### src/rtl/rtt_pkg.sv
package rtt_pkg;

  localparam int FIELD_W    = 4;
  localparam int NUM_FIELDS = 6;
  localparam int POL_W      = FIELD_W * NUM_FIELDS;
  localparam int SLOT_W     = 3;

  localparam logic [POL_W-1:0] POL_DEFAULT = 24'hA64F96;

  // speed codes
  localparam logic [1:0] SPD_G1 = 2'd0;
  localparam logic [1:0] SPD_G2 = 2'd1;
  // width codes
  localparam logic [1:0] WID_X1 = 2'd0;
  localparam logic [1:0] WID_X2 = 2'd1;
  localparam logic [1:0] WID_X4 = 2'd2;

  // slot k occupies bits [4k+3:4k]
  localparam logic [SLOT_W-1:0] SLOT_G1X4 = 3'd0;
  localparam logic [SLOT_W-1:0] SLOT_G1X1 = 3'd2;
  localparam logic [SLOT_W-1:0] SLOT_G2X4 = 3'd3;

  function automatic logic [SLOT_W-1:0] slot_of(input logic [1:0] spd,
                                                 input logic [1:0] wid);
    logic [SLOT_W-1:0] base;
    logic [SLOT_W-1:0] offs;
    logic              ok;
    ok   = 1'b1;
    base = SLOT_G1X4;
    offs = '0;
    case (spd)
      SPD_G1:  base = SLOT_G1X4;
      SPD_G2:  base = SLOT_G2X4;
      default: ok = 1'b0;
    endcase
    case (wid)
      WID_X4:  offs = 3'd0;
      WID_X2:  offs = 3'd1;
      WID_X1:  offs = 3'd2;
      default: ok = 1'b0;
    endcase
    return ok ? (base + offs) : SLOT_G1X1;
  endfunction

endpackage

### src/rtl/rtt_policy_reg.sv
module rtt_policy_reg #(
  parameter int              W       = 24,
  parameter logic [W-1:0]    DEFAULT = '0
) (
  input  logic         clk,
  input  logic         rst,
  input  logic         we,
  input  logic [W-1:0] wdata,
  output logic [W-1:0] q
);

  always_ff @(posedge clk) begin
    if (rst) begin
      q <= DEFAULT;
    end else if (we) begin
      q <= wdata;
    end
  end

endmodule

### src/rtl/rtt_limit_sel.sv
module rtt_limit_sel
  import rtt_pkg::*;
#(
  parameter int SCALE = 64,
  parameter int LIM_W = 10
) (
  input  logic [POL_W-1:0] pol,
  input  logic [1:0]       spd,
  input  logic [1:0]       wid,
  output logic [LIM_W-1:0] limit
);

  logic [LIM_W-1:0]  lim_arr [NUM_FIELDS];
  logic [SLOT_W-1:0] slot;

  // one scaled limit per speed/width slot
  for (genvar i = 0; i < NUM_FIELDS; i++) begin : g_slot
    assign lim_arr[i] = LIM_W'(pol[i*FIELD_W +: FIELD_W]) * LIM_W'(SCALE);
  end

  always_comb begin
    slot  = slot_of(spd, wid);
    limit = lim_arr[SLOT_G1X1];
    for (int i = 0; i < NUM_FIELDS; i++) begin
      if (slot == SLOT_W'(i)) limit = lim_arr[i];
    end
  end

endmodule

### src/rtl/rtt_counter.sv
module rtt_counter #(
  parameter int LIM_W = 10
) (
  input  logic             clk,
  input  logic             rst,
  input  logic             tlp_wr,
  input  logic             ack_rx,
  input  logic             rb_pend,
  input  logic [LIM_W-1:0] limit,
  output logic             run_q,
  output logic             rep_q
);

  logic [LIM_W-1:0] cnt_q;
  logic [LIM_W:0]   cnt_inc;
  logic             expire;

  assign cnt_inc = {1'b0, cnt_q} + (LIM_W+1)'(1);
  // >= so that a lowered or zero limit expires at once
  assign expire  = cnt_inc >= {1'b0, limit};

  always_ff @(posedge clk) begin
    if (rst) begin
      cnt_q <= '0;
      run_q <= 1'b0;
      rep_q <= 1'b0;
    end else begin
      rep_q <= 1'b0;
      if (ack_rx) begin
        // acknowledgement wins over arm and expiry
        cnt_q <= '0;
        run_q <= rb_pend;
      end else if (!run_q) begin
        if (tlp_wr) begin
          cnt_q <= '0;
          run_q <= 1'b1;
        end
      end else if (expire) begin
        cnt_q <= '0;
        rep_q <= 1'b1;
      end else begin
        cnt_q <= cnt_inc[LIM_W-1:0];
      end
    end
  end

endmodule

### src/rtl/rtt_replay_timer.sv
module rtt_replay_timer
  import rtt_pkg::*;
#(
  parameter int SCALE = 64
) (
  input  logic             clk,
  input  logic             rst,
  input  logic             tlp_wr,
  input  logic             ack_rx,
  input  logic             rb_pend,
  input  logic [1:0]       link_speed,
  input  logic [1:0]       link_width,
  input  logic             pol_we,
  input  logic [POL_W-1:0] pol_wdata,
  output logic [POL_W-1:0] pol_rdata,
  output logic             timer_run,
  output logic             replay_req
);

  localparam int MAX_LIM = ((1 << FIELD_W) - 1) * SCALE;
  localparam int LIM_W   = (MAX_LIM < 2) ? 1 : $clog2(MAX_LIM + 1);

  logic [LIM_W-1:0] limit;

  rtt_policy_reg #(
    .W       (POL_W),
    .DEFAULT (POL_DEFAULT)
  ) u_pol (
    .clk   (clk),
    .rst   (rst),
    .we    (pol_we),
    .wdata (pol_wdata),
    .q     (pol_rdata)
  );

  rtt_limit_sel #(
    .SCALE (SCALE),
    .LIM_W (LIM_W)
  ) u_sel (
    .pol   (pol_rdata),
    .spd   (link_speed),
    .wid   (link_width),
    .limit (limit)
  );

  rtt_counter #(
    .LIM_W (LIM_W)
  ) u_cnt (
    .clk     (clk),
    .rst     (rst),
    .tlp_wr  (tlp_wr),
    .ack_rx  (ack_rx),
    .rb_pend (rb_pend),
    .limit   (limit),
    .run_q   (timer_run),
    .rep_q   (replay_req)
  );

endmodule

### config.mk
export PLATFORM = sky130hd
export DESIGN_NAME = rtt_replay_timer
export DESIGN_NICKNAME = d
export VERILOG_FILES = /design/src/rtl/rtt_pkg.sv /design/src/rtl/rtt_policy_reg.sv /design/src/rtl/rtt_limit_sel.sv /design/src/rtl/rtt_counter.sv /design/src/rtl/rtt_replay_timer.sv
export SDC_FILE = /design/constraint.sdc
export NUM_CORES = 1
export LEC_CHECK = 0
export BUFFER_PORTS_ARGS = -buffer_cell sky130_fd_sc_hd__buf_2
export CAP_MARGIN = 20
export CORE_UTILIZATION = 50
export CTS_BUF_LIST = sky130_fd_sc_hd__clkbuf_4 sky130_fd_sc_hd__clkbuf_8
export CTS_CLUSTER_DIAMETER = 40
export DETAILED_ROUTE_END_ITERATION = 6
export PLACE_DENSITY = 0.79
export SYNTH_ARGS = -nofsm -noshare
export SYNTH_HDL_FRONTEND = slang
export SYNTH_SLANG_ARGS = --single-unit
### constraint.sdc
create_clock -name clk -period 5.5 [get_ports clk]
set_clock_uncertainty 0.1 [all_clocks]
set_input_delay 0.55 -clock clk [delete_from_list [all_inputs] [get_ports clk]]
set_output_delay 0.55 -clock clk [all_outputs]
set_load 0.03 [all_outputs]
-- Word level (Yosys, flattened, before mapping)
Index checks and enable logic that the tools add are counted.
- register bits: 36
- bits in latches: 0
- RAM bits: 0
- ROM bits: 0
- output and inout port bits: 26
- memories: 0
- $add $sub $neg: 2
- $mul: 0
- div/mod/pow operators: 0
- magnitude comparators: 1
- eq/ne operators: 8
- shift operators: 0
- muxes and demuxes: 18
- bitwise operators: 1
- reductions and logical operators: 8
- operator list (cell ; count):
    10-bit 2-to-1 mux ; 9
    10-bit by 1-bit adder with 11-bit output, second input constant ; 1
    11-bit by 10-bit greater-or-equal comparator with 1-bit output ; 1
    3-bit by 2-bit equality test with 1-bit output, second input constant ; 2
    3-bit equality test, second input constant ; 2
    1-bit 2-to-1 mux ; 6
    3-bit OR reduction ; 2
    2-bit by 1-bit equality test with 1-bit output, second input constant ; 2
    2-bit logical NOT ; 2
    2-bit case mux with 2 select lines ; 1
    2-bit OR reduction ; 2
    2-bit by 2-bit adder with 3-bit output ; 1
    3-bit by 1-bit equality test with 1-bit output, second input constant ; 1
    3-bit logical NOT ; 1
    3-bit 2-to-1 mux ; 1
    2-bit equality test, second input constant ; 1
    2-bit 2-to-1 mux ; 1
    2-bit nonzero test ; 1
    1-bit inverter ; 1

-- Depth between registers and ports, before layout
Gate-level depths: netlist of run 1.
- word-level depth: 15
- mapped depth: 18
- gate-level depth less buffers: 16

-- By module
From an unflattened synthesis of run 1, not the netlist that was laid out.
- cells, all modules: 270
- area total of the unflattened synthesis: 2369.8 um2
- by module, submodules not included (module ; times used ; cells an instance ; area each (um2) ; seq. area each (um2)):
    rtt_counter ; 1 ; 121 ; 978.4 ; 240.2
    rtt_policy_reg ; 1 ; 78 ; 905.9 ; 480.5
    rtt_limit_sel ; 1 ; 71 ; 485.5 ; 0.0

-- Least setup slack after synthesis of run 1
Ideal clock, no wire load.
- path kind: input port to flip-flop
- from: input port link_speed[1]
- to: register u_cnt.cnt_q[5]
- setup time: 0.074 ns
- arrival time: 3.306 ns
- slack: 2.020 ns
- stages on the path: 18
- buffers on the path: 2
- path through: nand2b_1 inv_1 ha_1 inv_1 fa_1 clkbuf_1 nand2b_1 nor2_1 a21oi_1 o221ai_1 o21a_1 ha_1 a21oi_1 o31a_1 nor2b_1 buf_2 a31oi_1 o21ai_0
- longest elaborated chain between the ends: 15
- ends and longest elaborated chain (item ; line ; text):
    start: declaration ; rtt_replay_timer.sv:11 ; input logic [1:0] link_speed,
    parallel branches: the longest is 4 deep, another holds 2-bit by 2-bit adder with 3-bit output ; -- ;
    3-bit 2-to-1 mux (*) ; rtt_pkg.sv:42 ; return ok ? (base + offs) : SLOT_G1X1;
    3-bit logical NOT ; rtt_limit_sel.sv:25 ; if (slot == SLOT_W'(i)) limit = lim_arr[i];
    10-bit 2-to-1 mux (5 in a row) ; rtt_limit_sel.sv:25 ;
    10-bit 2-to-1 mux (*) ; rtt_limit_sel.sv:25 ;
    11-bit by 10-bit greater-or-equal comparator with 1-bit output (*) ; rtt_counter.sv:20 ; assign expire = cnt_inc >= {1'b0, limit};
    10-bit 2-to-1 mux (*) ; rtt_counter.sv:38 ; end else if (expire) begin
    10-bit 2-to-1 mux (*) ; rtt_counter.sv:33 ; end else if (!run_q) begin
    end signal: assignment ; rtt_counter.sv:42 ; cnt_q <= cnt_inc[LIM_W-1:0];
    end: declaration ; rtt_counter.sv:14 ; logic [LIM_W-1:0] cnt_q;
Every way passes the cells marked *.
A chain may end at the register's enable or synchronous reset.

-- Worst setup path in the final report of run 1
- from: input port link_speed[1]
- to: register u_cnt.cnt_q[4]
Same word-level chain as after synthesis.

==> results.ini, run 1 <==
[sta]
clock.fmax_ghz = 0.258
rsz0062_at_grt = false
finalSetupViolCount = 0
fin_crit_sh_pct = 70.5
finalHoldViolCount = 0
slew_headroom_pct = 40.5
worst_pin_slew_ps = 885
fin_ws_ps = 1620
finalCriticalPeriod_ps = 3880
final.setup.tns_ps = 0
maxSlewViolCount = 0

[clock_tree]
cts_buffers = 5
htreeDepth = 2
cts_tree = built
post-cts-setup-buffers = 0
cts_hold_buffers = 0
root_buffer = clkbuf_4
cts_buffer_depth = 2
cts.sinks = 36
clkSlewWorstSetupHoldPaths_ps = 110
insertion_delay_ps = 350
postCtsResizedCells = 0

[finish]
antenna_cells = 0
regArea_um2 = 721
final_common_cell = buf_2
fin_cells = 300
nets = 294
area_growth_pct = 19.5
multi_input_area_um2 = 1020
layout-drive-gt1-share_pct = 27.6
fill_cells = 317
mostFrequentLayoutCells = buf_2 (59), dfxtp_1 (36), nor2_1 (25)
postLayoutCellArea_um2 = 2180

[setup_path]
rr_startpoint = u_cnt.cnt_q[4]
cpPeakStageDelay_ps = 610
cp_max_fo = 11
arrival_ps = 4010
start_kind = primary input
critPathRequiredTime_ps = 5640
worst-path-buf-inv = 3
critPathLaunch = link_speed[1]
worst_path_max_delay_cell = fa_1
crit_chain = buf_2, nand2b_1, inv_1, ha_1, inv_1, fa_1, nand2b_1, nor2_1, a21oi_1, o221ai_1, o21a_1, ha_1, a21oi_1, o31a_1, nor2b_1, nand2_1, o311ai_0
path_class = primary input to register
critPathTopFamily = simple AND/OR/NAND/NOR gates
end_kind = register

[yosys]
ys_types = 34
ys_ff_latch = 36
syn_area_per_cell_um2 = 9.15
netlist_area_um2 = 1820
ys_warn_count = 0
synth-seq-area-share_pct = 39.6
syn_inst = 199
synth_nets = 240

[power_and_ir_drop]
p_leak_nw = 0.984
power_per_cell_area_nw_per_um2 = 251
ir_drop_uv = 155

[grt]
antenna_found_initial = 0
grt_pass1_vias = 1441
gr-total-overflow = 0
grt_pass1_wl_um = 6760
grt_max_degree = 38
grt_util_all_layers_pct = 21.9

[drt]
vias = 1630
drc_errors = 0
avgRoutedWirePerCell_um = 12.9
drtIter0Drc = 101
first_pass_iters = 4
viasPerCell = 5.43
ant_nets = 0
drt_wl_total_um = 3860

[die]
dieWidth_um = 62.3
pin_count = 60
die-area_um2 = 3890
rows = 21
die_y_um = 62.3
start_util_pct = 53.3
core-area_um2 = 3420

[outcome]
status = finished clean

[place]
place_congestion = 0.807
placed_cell_area_um2 = 2110
hpwl_um = 2850
post-place-ws_ps = 1210
dp.cells = 292
port_buffers = 59

[hold_path]
hold_class = primary input to register
min-delay-start = pol_wdata[1]

[flow_run]
max_cap_viol_count = 0

-- logic make-up (layout without fill, tap and decap cells) --
family	count (synthesis)	count (layout)	synth area share, %
AOI/OAI and AO/OA	46	46	19.0
xor gates and xnor gates	4	4	1.92
adders and majority gates	7	7	5.22
buffers and inverters	17	72	4.26
DFF	36	36	39.6
muxes	20	20	11.0
and+or+nand+nor	69	69	19.0
-- stage by stage --
stage / hold slack, ps / utilization [%] / power (mW)
floorplan: 366 / - / 0.368
global route: 280 / 63.7 / 0.573
finish: 298 / 63.7 / 0.545
global placement: 406 / 61.9 / 0.401
detailed placement: 407 / 61.9 / 0.403
CTS: 294 / 63.7 / 0.549
-- routing by layer --
layer	part of all wire [%]	vias up	GRT usage, %	wire, um
met3	6.4	6	5.51	247
met2	43	56	33.1	1670
met5	0	-	0	0
met4	1.4	0	7.85	55
met1	49	736	30.2	1880
li1	-	832	-	-
-- state kept, by name, indices dropped and copies added, names as in the netlist --
| name | cells |
|---|---|
| u_cnt.rep_q | 1 |
| u_cnt.run_q | 1 |
| u_cnt.cnt_q | 10 |
| u_pol.q | 24 |
-- worst register-to-register path: cells and delay by family, from the launching register on --
family          cells  cell delay [ps]
compound gates      3              610
xor+xnor            1              230
fa+ha+maj           1              290
flops               1              460
simple gates        5             1310
-- final cells by class --
class                           instances  area share (%)
Sequential cell                        36            33.1
Clock inverter                          1           0.403
Multi-Input combinational cell        146            47.0
Clock buffer                            7            2.42
Timing Repair Buffer                   59            13.6
Tap cell                               46            2.65
Inverter                                5           0.863
-- worst paths after layout --
kind	slack (ps)	cells past startpoint	endpoint
max reg2reg	2390	10	u_cnt.cnt_q[4]
min reg2reg	410	2	u_cnt.cnt_q[6]
min	300	2	u_pol.q[1]
max	1620	17	u_cnt.cnt_q[4]
-- Yosys cell counts --
library cell	number	area, um2
a2111oi_1	1	10.0
a211o_1	13	114
a21oi_1	9	45.0
a31oi_1	3	18.8
a32o_1	4	40.0
and2_1	1	6.26
and3_1	1	6.26
and3_2	1	7.51
buf_2	5	25.0
buf_6	1	11.3
clkbuf_1	6	22.5
dfxtp_1	36	721
fa_1	1	20.0
ha_1	6	75.1
inv_1	5	18.8
mux2i_1	20	200
nand2_1	9	33.8
nand2b_1	2	12.5
nand3_1	7	35.0
nand3b_1	1	7.51
nand4_1	4	25.0
nor2_1	25	93.8
nor2b_1	16	100
nor4_2	1	12.5
o211ai_1	1	7.51
o21a_1	3	22.5
o21ai_0	4	20.0
o221ai_1	4	35.0
o22ai_1	1	6.26
o311ai_0	1	8.76
o31a_1	2	17.5
or2_2	1	6.26
xnor2_1	1	8.76
xor2_1	3	26.3
-- power by group --
group | switching [mW] | internal (mW)
registers | 0.00959 | 0.273
clock network | 0.0876 | 0.0611
logic | 0.0669 | 0.0469
total | 0.164 | 0.381
Power figures use the tool's default switching activity.
==> run 2, diff against run 1 <==
Settings changed: CORE_UTILIZATION 50 to 47, PLACE_DENSITY 0.79 to 0.78.
Clock period 5.5 ns to 3.1 ns, I/O delays scaled along.
==> results.ini, run 2 (same netlist as run 1, synthesis figures left out) <==
[outcome]
status = finished clean

[finish]
largestRegisters = u_pol.q x24, u_cnt.cnt_q x10
nets = 306
antenna_cells = 0
largest-register = u_pol.q
final_common_cell = buf_2
mostFrequentLayoutCells = buf_2 (57), dfxtp_1 (36), nor2_1 (24)
multi_input_area_um2 = 1120
layout-drive-gt1-share_pct = 36.6
largest_reg_flops = 24
regArea_um2 = 721
fill_cells = 327
area_growth_pct = 33.3
fin_cells = 313

[sta]
worst_pin_slew_ps = 1060
rsz0062_at_grt = true
finalCriticalPeriod_ps = 3050
finalSetupViolCount = 0
fin_crit_sh_pct = 98.4
holdWs_ps = 122
slew_headroom_pct = 29.0
finalHoldViolCount = 0
clock.fmax_ghz = 0.328
maxSlewViolCount = 0

[clock_tree]
root_buffer = clkbuf_8
post-cts-setup-buffers = 0
cts_tree = built
insertion_delay_ps = 290
cts.sinks = 36
cts_buffer_depth = 2
cts_buffers = 5
htreeDepth = 2
clkSlewWorstSetupHoldPaths_ps = 70

[die]
core-area_um2 = 3690
pin_count = 60
die-area_um2 = 4130
dieWidth_um = 64.2
die_y_um = 64.2
start_util_pct = 49.4
rows = 22

[place]
place_congestion = 0.825
dp.cells = 306
port_buffers = 59
hpwl_um = 3120

[drt]
ant_nets = 0
drc_errors = 0
drtIter0Drc = 84
avgRoutedWirePerCell_um = 14.0
drt_wl_total_um = 4370
first_pass_iters = 4
vias = 1691
viasPerCell = 5.40

[setup_path]
arrival_ps = 3180
r2r_cells = 11
end_kind = register
critPathRequiredTime_ps = 3230
worst-path-buf-inv = 3
critical_path_depth = 17
worst_path_max_delay_cell = fa_2
path_class = primary input to register
cp_max_fo = 5
start_kind = primary input
critPathTopFamily = adder cells
crit_chain = buf_2, nor2b_4, ha_4, inv_2, fa_2, nand2b_4, nor2_2, a21oi_1, o221ai_1, o21a_1, ha_1, nor2b_4, o211ai_1, o31a_1, buf_6, a31oi_4, mux2i_1
crit_top_cell = nor2b_4
cpPeakStageDelay_ps = 570

[grt]
grt_util_all_layers_pct = 21.6
grt_pass1_vias = 1489
grt_pass1_wl_um = 6870
gr-total-overflow = 0
antenna_found_initial = 0
grt_max_degree = 38

[hold_path]
hold_class = primary input to register
hold_depth = 2

[power_and_ir_drop]
power_per_cell_area_nw_per_um2 = 453
p_leak_nw = 1.09
ir_drop_uv = 228

[flow_run]
max_cap_viol_count = 0

==> run 2: cell types whose count changed in the layout (fill, tap and decap cells not counted), sizes merged <==
cell,delta
buf,+12
clkinv,-1
==> run 2: what timing repair did <==
item,CTS,global route
hold buffers,0,0
endpoints found under the setup margin,0,10
resized for setup,0,24
==> run 2: final timing paths <==
check	startpoint	end	slack, ps
hold reg to reg	u_cnt.cnt_q[6]	u_cnt.cnt_q[6]	420
setup / recovery	link_width[1]	u_cnt.cnt_q[2]	50
setup reg to reg	u_cnt.cnt_q[4]	u_cnt.cnt_q[2]	450
hold / removal	pol_wdata[2]	u_pol.q[2]	120
==> run 2: cell type report <==
| cell class | instances | area share, % |
|---|---|---|
| Multi-Input combinational cell | 146 | 46.4 |
| Sequential cell | 36 | 29.7 |
| Timing Repair Buffer | 71 | 16.7 |
| Clock buffer | 7 | 3.97 |
| Tap cell | 48 | 2.48 |
| Inverter | 5 | 0.774 |
==> run 2: metrics by stage <==
stage / setup slack [ps] / total power, mW / instance area, um2 / utilization [%] / TNS [ps]
final: 49.4 / 1.10 / 2430 / 65.8 / 0
after floorplan: 4.85 / 0.656 / 1830 / - / 0
after CTS: 19.3 / 1.08 / 2310 / 62.7 / 0
after detailed placement: -297 / 0.731 / 2220 / 60.1 / -2120
after global placement: -125 / 0.726 / 2220 / 60.1 / -889
after global routing: -83.8 / 1.15 / 2430 / 65.8 / -324
==> run 2: layer usage <==
metal / GRT usage, % / wire length, um / vias up / part of all wire (%)
met3: 4.82 / 227 / 7 / 5.2
met4: 8.89 / 57 / 0 / 1.3
li1: - / - / 853 / -
met1: 27.6 / 1960 / 781 / 45
met5: 0 / 0 / - / 0
met2: 34.8 / 2120 / 50 / 49
==> run 2: report_power, final <==
part	internal (mW)	leakage, nW	switching, mW
clock network	0.198	0.0503	0.161
registers	0.485	0.296	0.0171
logic	0.107	0.748	0.131
total	0.790	1.09	0.309
==> run 2: worst reg2reg max path: stages, from the launching register on <==
cell and delay, ps:
dfxtp_1 460, nand3_1 170, nor2_1 190, and3_1 200
xor2_1 320, ha_4 270, a21oi_2 140, o31a_1 170
nor2b_4 170, buf_4 160, a31oi_4 80, mux2i_1 170
